$ cat src/rtl/strap_seq_pkg.sv
package strap_seq_pkg;
  typedef enum logic [1:0] {
    ST_WAIT_PWR = 2'd0,
    ST_SETTLE   = 2'd1,
    ST_RUN      = 2'd2
  } seq_state_t;

  localparam int PIN_SPREAD = 0;
  localparam int PIN_RATE   = 1;
  localparam int PIN_OE     = 2;
endpackage

$ cat src/rtl/settle_timer.sv
module settle_timer #(
  parameter int SETTLE_CYCLES = 28636
) (
  input  logic clk,
  input  logic pwr_good,
  input  logic run,
  output logic done
);
  localparam int CNT_W = (SETTLE_CYCLES > 2) ? $clog2(SETTLE_CYCLES) : 1;
  localparam logic [CNT_W-1:0] LAST = CNT_W'(SETTLE_CYCLES - 1);

  logic [CNT_W-1:0] cnt_q;

  always_ff @(posedge clk) begin
    if (!pwr_good || !run) cnt_q <= '0;
    else if (cnt_q != LAST) cnt_q <= cnt_q + 1'b1;
  end

  assign done = run && (cnt_q == LAST);

  AST_CNT_IN_RANGE: assert property (@(posedge clk) disable iff (!pwr_good)
    cnt_q <= LAST);
endmodule

$ cat src/rtl/seq_fsm.sv
module seq_fsm
  import strap_seq_pkg::*;
(
  input  logic       clk,
  input  logic       pwr_good,
  input  logic       timer_done,
  output seq_state_t state,
  output logic       timer_run,
  output logic       capture
);
  seq_state_t state_q, state_d;

  always_comb begin
    state_d = state_q;
    case (state_q)
      ST_WAIT_PWR: state_d = ST_SETTLE;
      ST_SETTLE:   if (timer_done) state_d = ST_RUN;
      ST_RUN:      state_d = ST_RUN;
      default:     state_d = ST_WAIT_PWR;
    endcase
  end

  always_ff @(posedge clk) begin
    if (!pwr_good) state_q <= ST_WAIT_PWR;
    else           state_q <= state_d;
  end

  assign state     = state_q;
  assign timer_run = (state_q == ST_SETTLE);
  assign capture   = pwr_good && (state_q == ST_SETTLE) && timer_done;

  AST_RUN_STICKY: assert property (@(posedge clk) disable iff (!pwr_good)
    (state_q == ST_RUN) |=> (state_q == ST_RUN));
endmodule

$ cat src/rtl/strap_latch.sv
module strap_latch #(
  parameter int NUM_PINS = 3
) (
  input  logic                clk,
  input  logic                pwr_good,
  input  logic                capture,
  input  logic [NUM_PINS-1:0] pin_lvl,
  output logic                locked,
  output logic [NUM_PINS-1:0] cap_bits
);
  logic locked_q;

  always_ff @(posedge clk) begin
    if (!pwr_good)    locked_q <= 1'b0;
    else if (capture) locked_q <= 1'b1;
  end

  for (genvar i = 0; i < NUM_PINS; i++) begin : g_pin
    logic bit_q;
    always_ff @(posedge clk) begin
      if (!pwr_good)                 bit_q <= 1'b0;
      else if (capture && !locked_q) bit_q <= pin_lvl[i];
    end
    assign cap_bits[i] = bit_q;
  end

  assign locked = locked_q;

  AST_LOCK_HOLD: assert property (@(posedge clk) disable iff (!pwr_good)
    locked_q |=> (locked_q && $stable(cap_bits)));
endmodule

$ cat src/rtl/strap_latch_seq.sv
module strap_latch_seq
  import strap_seq_pkg::*;
#(
  parameter int SETTLE_CYCLES = 28636,
  parameter int NUM_PINS      = 3
) (
  input  logic                clk,
  input  logic                pwr_good,
  input  logic [NUM_PINS-1:0] strap_pin,
  output logic [NUM_PINS-1:0] pin_drv_en,
  output logic                all_out_en,
  output logic                cfg_spread_en,
  output logic                cfg_sel_24m
);
  seq_state_t          state;
  logic                timer_run, timer_done, capture, locked;
  logic [NUM_PINS-1:0] cap_bits;

  settle_timer #(.SETTLE_CYCLES(SETTLE_CYCLES)) u_timer (
    .clk(clk), .pwr_good(pwr_good), .run(timer_run), .done(timer_done));

  seq_fsm u_fsm (
    .clk(clk), .pwr_good(pwr_good), .timer_done(timer_done),
    .state(state), .timer_run(timer_run), .capture(capture));

  strap_latch #(.NUM_PINS(NUM_PINS)) u_latch (
    .clk(clk), .pwr_good(pwr_good), .capture(capture),
    .pin_lvl(strap_pin), .locked(locked), .cap_bits(cap_bits));

  assign all_out_en    = locked & cap_bits[PIN_OE];
  assign cfg_spread_en = locked & ~cap_bits[PIN_SPREAD];
  assign cfg_sel_24m   = locked & cap_bits[PIN_RATE];
  assign pin_drv_en    = {NUM_PINS{all_out_en}};

  AST_NO_DRIVE_EARLY: assert property (@(posedge clk) disable iff (!pwr_good)
    (state != ST_RUN) |-> (pin_drv_en == '0));
  AST_CAPTURE_FROM_SETTLE: assert property (@(posedge clk) disable iff (!pwr_good)
    $rose(locked) |-> ($past(state) == ST_SETTLE));
  AST_OE_ONLY_IN_RUN: assert property (@(posedge clk) disable iff (!pwr_good)
    all_out_en |-> (state == ST_RUN));
endmodule

$ cat config.mk
export PLATFORM = sky130hd
export DESIGN_NAME = strap_latch_seq
export DESIGN_NICKNAME = d
export VERILOG_FILES = /design/src/rtl/strap_seq_pkg.sv /design/src/rtl/settle_timer.sv /design/src/rtl/seq_fsm.sv /design/src/rtl/strap_latch.sv /design/src/rtl/strap_latch_seq.sv
export SDC_FILE = /design/constraint.sdc
export NUM_CORES = 1
export LEC_CHECK = 0
export ABC_AREA = 1
export ABC_CLOCK_PERIOD_IN_PS = 1900
export BUFFER_PORTS_ARGS = -buffer_cell sky130_fd_sc_hd__buf_2
export CAP_MARGIN = 30
export CORE_ASPECT_RATIO = 0.9
export CORE_MARGIN = 5
export CORE_UTILIZATION = 41
export CTS_BUF_LIST = sky130_fd_sc_hd__clkbuf_4
export DETAILED_ROUTE_END_ITERATION = 8
export PLACE_DENSITY = 0.6
export SLEW_MARGIN = 10
export SYNTH_ARGS = -nofsm -noshare
export SYNTH_HDL_FRONTEND = slang
export SYNTH_HIERARCHICAL = 1
export SYNTH_SLANG_ARGS = --single-unit
$ cat constraint.sdc
create_clock -name clk -period 1.9 [get_ports clk]
set_clock_uncertainty 0.15 [all_clocks]
set_input_delay 0.095 -clock clk [delete_from_list [all_inputs] [get_ports clk]]
set_output_delay 0.095 -clock clk [all_outputs]
set_load 0.05 [all_outputs]
After elaboration in Yosys (flattened, before gate mapping)
Index checks and enable logic that the tools add are counted.

word-level totals
  register bits after elaboration = 21
  bits of input ports = 5
  output and inout port bits = 6
  logic and storage cells = 27

cells by class
  add/subtract/negate cells = 1
  eq/ne operators = 5
  multiplexer cells = 2
  bitwise gates (word level) = 4
  reduce and logical (&&, ||, !) cells = 9

operators by type and width
  cell                                                    count
  adder 15 x 1 -> 15 bit (second input constant)          1
  equality test 15 bit (second input constant)            1
  inequality test 15 bit (second input constant)          1
  one-hot mux 2 bit (3 select lines)                      1
  logical AND 1 bit                                       4
  bitwise AND 1 bit                                       3
  logical NOT 1 bit                                       3
  equality test 2 x 1 -> 1 bit (second input constant)    1
  equality test 2 bit (second input constant)             1
  logical NOT 2 bit                                       1
  two-way mux 2 bit                                       1
  inequality test 2 x 1 -> 1 bit (second input constant)  1
  logical OR 1 bit                                        1
  NOT 1 bit                                               1

Longest topological paths before layout
  depth after elaboration = 4
  gate-level depth with buffers = 13
  mapped depth without buffers = 13

Hierarchy
Netlist, hierarchy kept.

by module, submodules not included
  module           instances  cells an instance  area an instance (µm²)  sequential area each (µm²)
  settle_timer     1          124                792.0                   300.3
  strap_latch      1          26                 183.9                   80.1
  seq_fsm          1          19                 126.4                   40.0
  strap_latch_seq  1          9                  47.5                    0.0

Worst setup path before layout
Ideal clock, no wire load.

  kind = register -> register
  start = reg u_timer.cnt_q[0]
  end = reg u_latch.g_pin[0].bit_q
  library setup time = 0.064 ns
  data arrival time = 1.674 ns
  data required time = 1.686 ns
  setup slack = 0.012 ns
  stages on the path, launching flop included = 14
  buffers on the path = 0
  period minus slack after synthesis = 1.888 ns
  path through = dfxtp_1 > ha_1 > nand2_1 > inv_1 > nand2_1 > nor2_1 > nand2_1 > nor2_1 > inv_1 > nor2_1 > inv_2 > nor2_2 > nor2_1 > nor2_1

on the way
  longest elaborated chain between the ends = 4

RTL lines
  element                 RTL line               text
  start, declared         settle_timer.sv:12     logic [CNT_W-1:0] cnt_q;
  start signal, assigned  settle_timer.sv:16     else if (cnt_q != LAST) cnt_q <= cnt_q + 1'b1;
  equality test 15 bit    settle_timer.sv:19     assign done = run && (cnt_q == LAST);
  logical AND 1 bit       settle_timer.sv:19
  net timer_done          strap_latch_seq.sv:16  logic timer_run, timer_done, capture, locked;
  logical AND 1 bit       seq_fsm.sv:30          assign capture = pwr_good && (state_q == ST_SETTLE) && timer_done;
  net capture             strap_latch_seq.sv:16
  logical AND 1 bit       strap_latch.sv:22      else if (capture && !locked_q) bit_q <= pin_lvl[i];
  end signal, assigned    strap_latch.sv:22
  end, declared           strap_latch.sv:19      logic bit_q;

The timed path passes the listed nets, and every way through them passes these cells.
A chain may end at the register's enable or synchronous reset.

Worst setup path after layout
  start = reg u_timer.cnt_q[1]
  end = reg u_latch.g_pin[2].bit_q

on the way
  longest elaborated chain between the ends = 4

RTL lines
  element               RTL line
  equality test 15 bit  settle_timer.sv:19
  logical AND 1 bit     settle_timer.sv:19
  net timer_done        strap_latch_seq.sv:16
  logical AND 1 bit     seq_fsm.sv:30
  net capture           strap_latch_seq.sv:16
  logical AND 1 bit     strap_latch.sv:22
  end signal, assigned  strap_latch.sv:22
  end, declared         strap_latch.sv:19

The timed path passes the listed nets, and every way through them passes these cells.

==> metrics.cfg <==
[floorplan]
die-area_mm2 = 0.00397
ios = 11
die_x_um = 65.8
die_h_um = 60.2
rows = 18
initial_core_util = 0.422
coreArea_mm2 = 0.00273

[timing]
drv_slew = 0
fin_crit_ns = 1.69
hold_viol = 0
final.setup.worst_slack_ns = 0.208
clock.fmax_mhz = 591
tns_ns = 0
period_share = 0.891
finalSetupViolations = 0
whs_ns = 0.0123
maxSlewHeadroom = 0.789
rsz0062_at_grt = no
max_slew.worst_pin.slew_ns = 0.314

[place]
pre_cts_slack_ns = -0.0154
place_congestion = 0.828
portBuffers = 10
hpwl_mm = 1.74

[clock_network]
clk_path_buf_depth = 2
clk_latency_ns = 0.30
root_buffer = clkbuf_4
cts_inserted_buffers = 3
cts_setup_buffers = 0
cts_tree = built
cts_sinks = 21
htree_levels = 1
clkSlewWorstSetupHoldPaths_ns = 0.12

[grt]
grt_pass1_vias = 987
grt_pass1_wl_mm = 3.89
antenna_found_initial = 0
grt_start_max_net_pins = 13
grtUsageTotal = 0.128
gr-total-overflow = 0

[cells_and_area]
antenna_cells = 0
register_area_um2 = 425
multi_input_area_um2 = 588
drive_above_1_share = 0.200
final_util = 0.486
final_nets = 204
synthToLayoutAreaGrowth_pct = 15.2
fill_cells = 274

[job]
cap_violations = 0

[synthesis]
syn-cell-area_mm2 = 0.00115
synthFlopType = dfxtp_1
synthSimpleGateAreaFrac = 0.400
ys_async_sr_fraction = 0
synth_top_family_by_area = simple AND/OR/NAND/NOR gates
synth-xor-area-share = 0.0152
synthMuxAreaShare = 0
yosys.area_share.adder = 0.0326
avgSynthCellArea_um2 = 6.46
synth_compound_area_frac = 0.0522
synth_top_cell_area_share = 0.366
yosys-top-cells-count = nand2_1 (42), nor2_1 (39), inv_1 (25)
yosysTopAreaCell = dfxtp_1
synth_area_leaders = dfxtp_1 (37%), nand2_1 (14%), nor2_1 (13%), inv_1 (8.2%), nand3_1 (5.7%)
synth_edf_count = 0
ys_seq_area_frac = 0.366
ys_ff_latch = 21
ys.warnings.count = 6
syn_inst = 178
ys_types = 20
synth_nets = 186
post-synth-top-count-cell = nand2_1

[routing]
drt-initial-drc-count = 38
vias_per_cell = 4.37
drtAntennaViolNets = 0
wl_per_cell_um = 9.43
num_vias = 1026
routed_wl_mm = 2.22
firstDrtPassIters = 4
drc = 0

[min_path]
min_path_cells = 5
min-delay-start = strap_pin[2]
min_to = u_latch/g_pin[2].bit_q$_SDFFE_PN0P_
hp-class = input pin to register

[setup_path]
cp.arrival_ns = 1.79
reg2reg_to = u_latch/g_pin[2].bit_q$_SDFFE_PN0P_
worstReg2RegStart = u_timer/cnt_q[1]$_SDFFE_PP0P_
path_class = register to register
r2r_slack_ns = 0.21
critical_path_required_ns = 1.99
crit_path_end_kind = register
worstSetupStartpointType = register
path_max_fanout = 5
reg2reg_depth = 13

[power_and_ir_drop]
power_uw = 899
p_per_area_mw_per_mm2 = 678
leakagePower_nw = 0.573
vdd_ir_drop_max_uv = 365

[outcome]
outcome = completed

-- area by class of cell --
type,count,share of cell area
Clock buffer,3,0.0170
Inverter,29,0.0822
Tap cell,40,0.0378
Sequential cell,21,0.321
Multi-Input combinational cell,122,0.444
Timing Repair Buffer,19,0.0944
Clock inverter,1,0.00378
-- where the power goes --
part | internal (mW) | switching (mW)
clock network | 0.0783 | 0.130
registers | 0.465 | 0.0111
logic | 0.0844 | 0.130
-- cells in the final DEF (no fill, tap or decap), types with 4 or more instances in the layout --
cell | synthesis | routed
buf_2 | 0 | 10
inv_1 | 25 | 24
nor2_2 | 4 | 5
nand3_1 | 13 | 13
inv_2 | 3 | 4
dfxtp_1 | 21 | 17
a21oi_1 | 7 | 7
buf_4 | 6 | 6
nor2_1 | 39 | 37
dfxtp_2 | 0 | 4
nand2_1 | 42 | 41
-- layer usage --
| metal | up-vias | wire length (um) | global-route usage |
|---|---|---|---|
| met5 | - | 0 | 0 |
| met4 | 0 | 15 | 0.0533 |
| met3 | 2 | 85 | 0.0226 |
| met2 | 14 | 1030 | 0.233 |
| met1 | 439 | 1090 | 0.146 |
| li1 | 571 | - | - |
-- timing repair --
action / CTS / global route
endpoints found under the hold margin: 6 / 0
pin swaps: 0 / 2
setup endpoints to repair: 3 / 3
resized for setup: 1 / 8
hold buffers: 3 / 0
-- logic make-up after synthesis --
family,Yosys count
DFF,21
AOI/OAI and AO/OA,11
buffers and inverters,35
adders and majority gates,3
xor gates and xnor gates,2
and+or+nand+nor,106
-- how the worst max path moves through the flow --
stage	endpoint	start	slack (ns)
after floorplan	u_latch/g_pin[0].bit_q$_SDFFE_PN0P_	u_timer/cnt_q[0]$_SDFFE_PP0P_	0.01
after global routing	u_latch/g_pin[1].bit_q$_SDFFE_PN0P_	u_timer/cnt_q[10]$_SDFFE_PP0P_	0.006
after detailed placement	u_latch/g_pin[2].bit_q$_SDFFE_PN0P_	u_timer/cnt_q[1]$_SDFFE_PP0P_	-0.02
final	u_latch/g_pin[2].bit_q$_SDFFE_PN0P_	u_timer/cnt_q[1]$_SDFFE_PP0P_	0.21
after global placement	u_latch/g_pin[1].bit_q$_SDFFE_PN0P_	u_timer/cnt_q[8]$_SDFFE_PP0P_	0.11
after CTS	u_latch/g_pin[2].bit_q$_SDFFE_PN0P_	u_timer/cnt_q[1]$_SDFFE_PP0P_	0.04
-- per-stage QoR --
step,area (um^2),cells
2_1_floorplan,1150,178
3_3_place_gp,1250,228
3_5_place_dp,1250,228
4_1_cts,1310,235
5_1_grt,1330,235
6_report,1330,235
-- state kept, by name, indices dropped and copies added (netlist names) --
signal	flops
u_latch/g_pin.bit_q	3
u_fsm/state	2
u_latch/locked	1
u_timer/cnt_q	15
-- worst max-delay path: stages, from the launching register on --
cell     delay, ns
dfxtp_2       0.36
ha_1          0.17
nand2_1       0.06
inv_1         0.05
nand2_1       0.04
nor2_1        0.09
nand2_1       0.08
nor2_2        0.10
inv_1         0.09
nor2_4        0.14
inv_2         0.04
nor2_2        0.11
nor2_1        0.05
nor2_1        0.10
No activity file was read; power rests on OpenSTA's default activity.
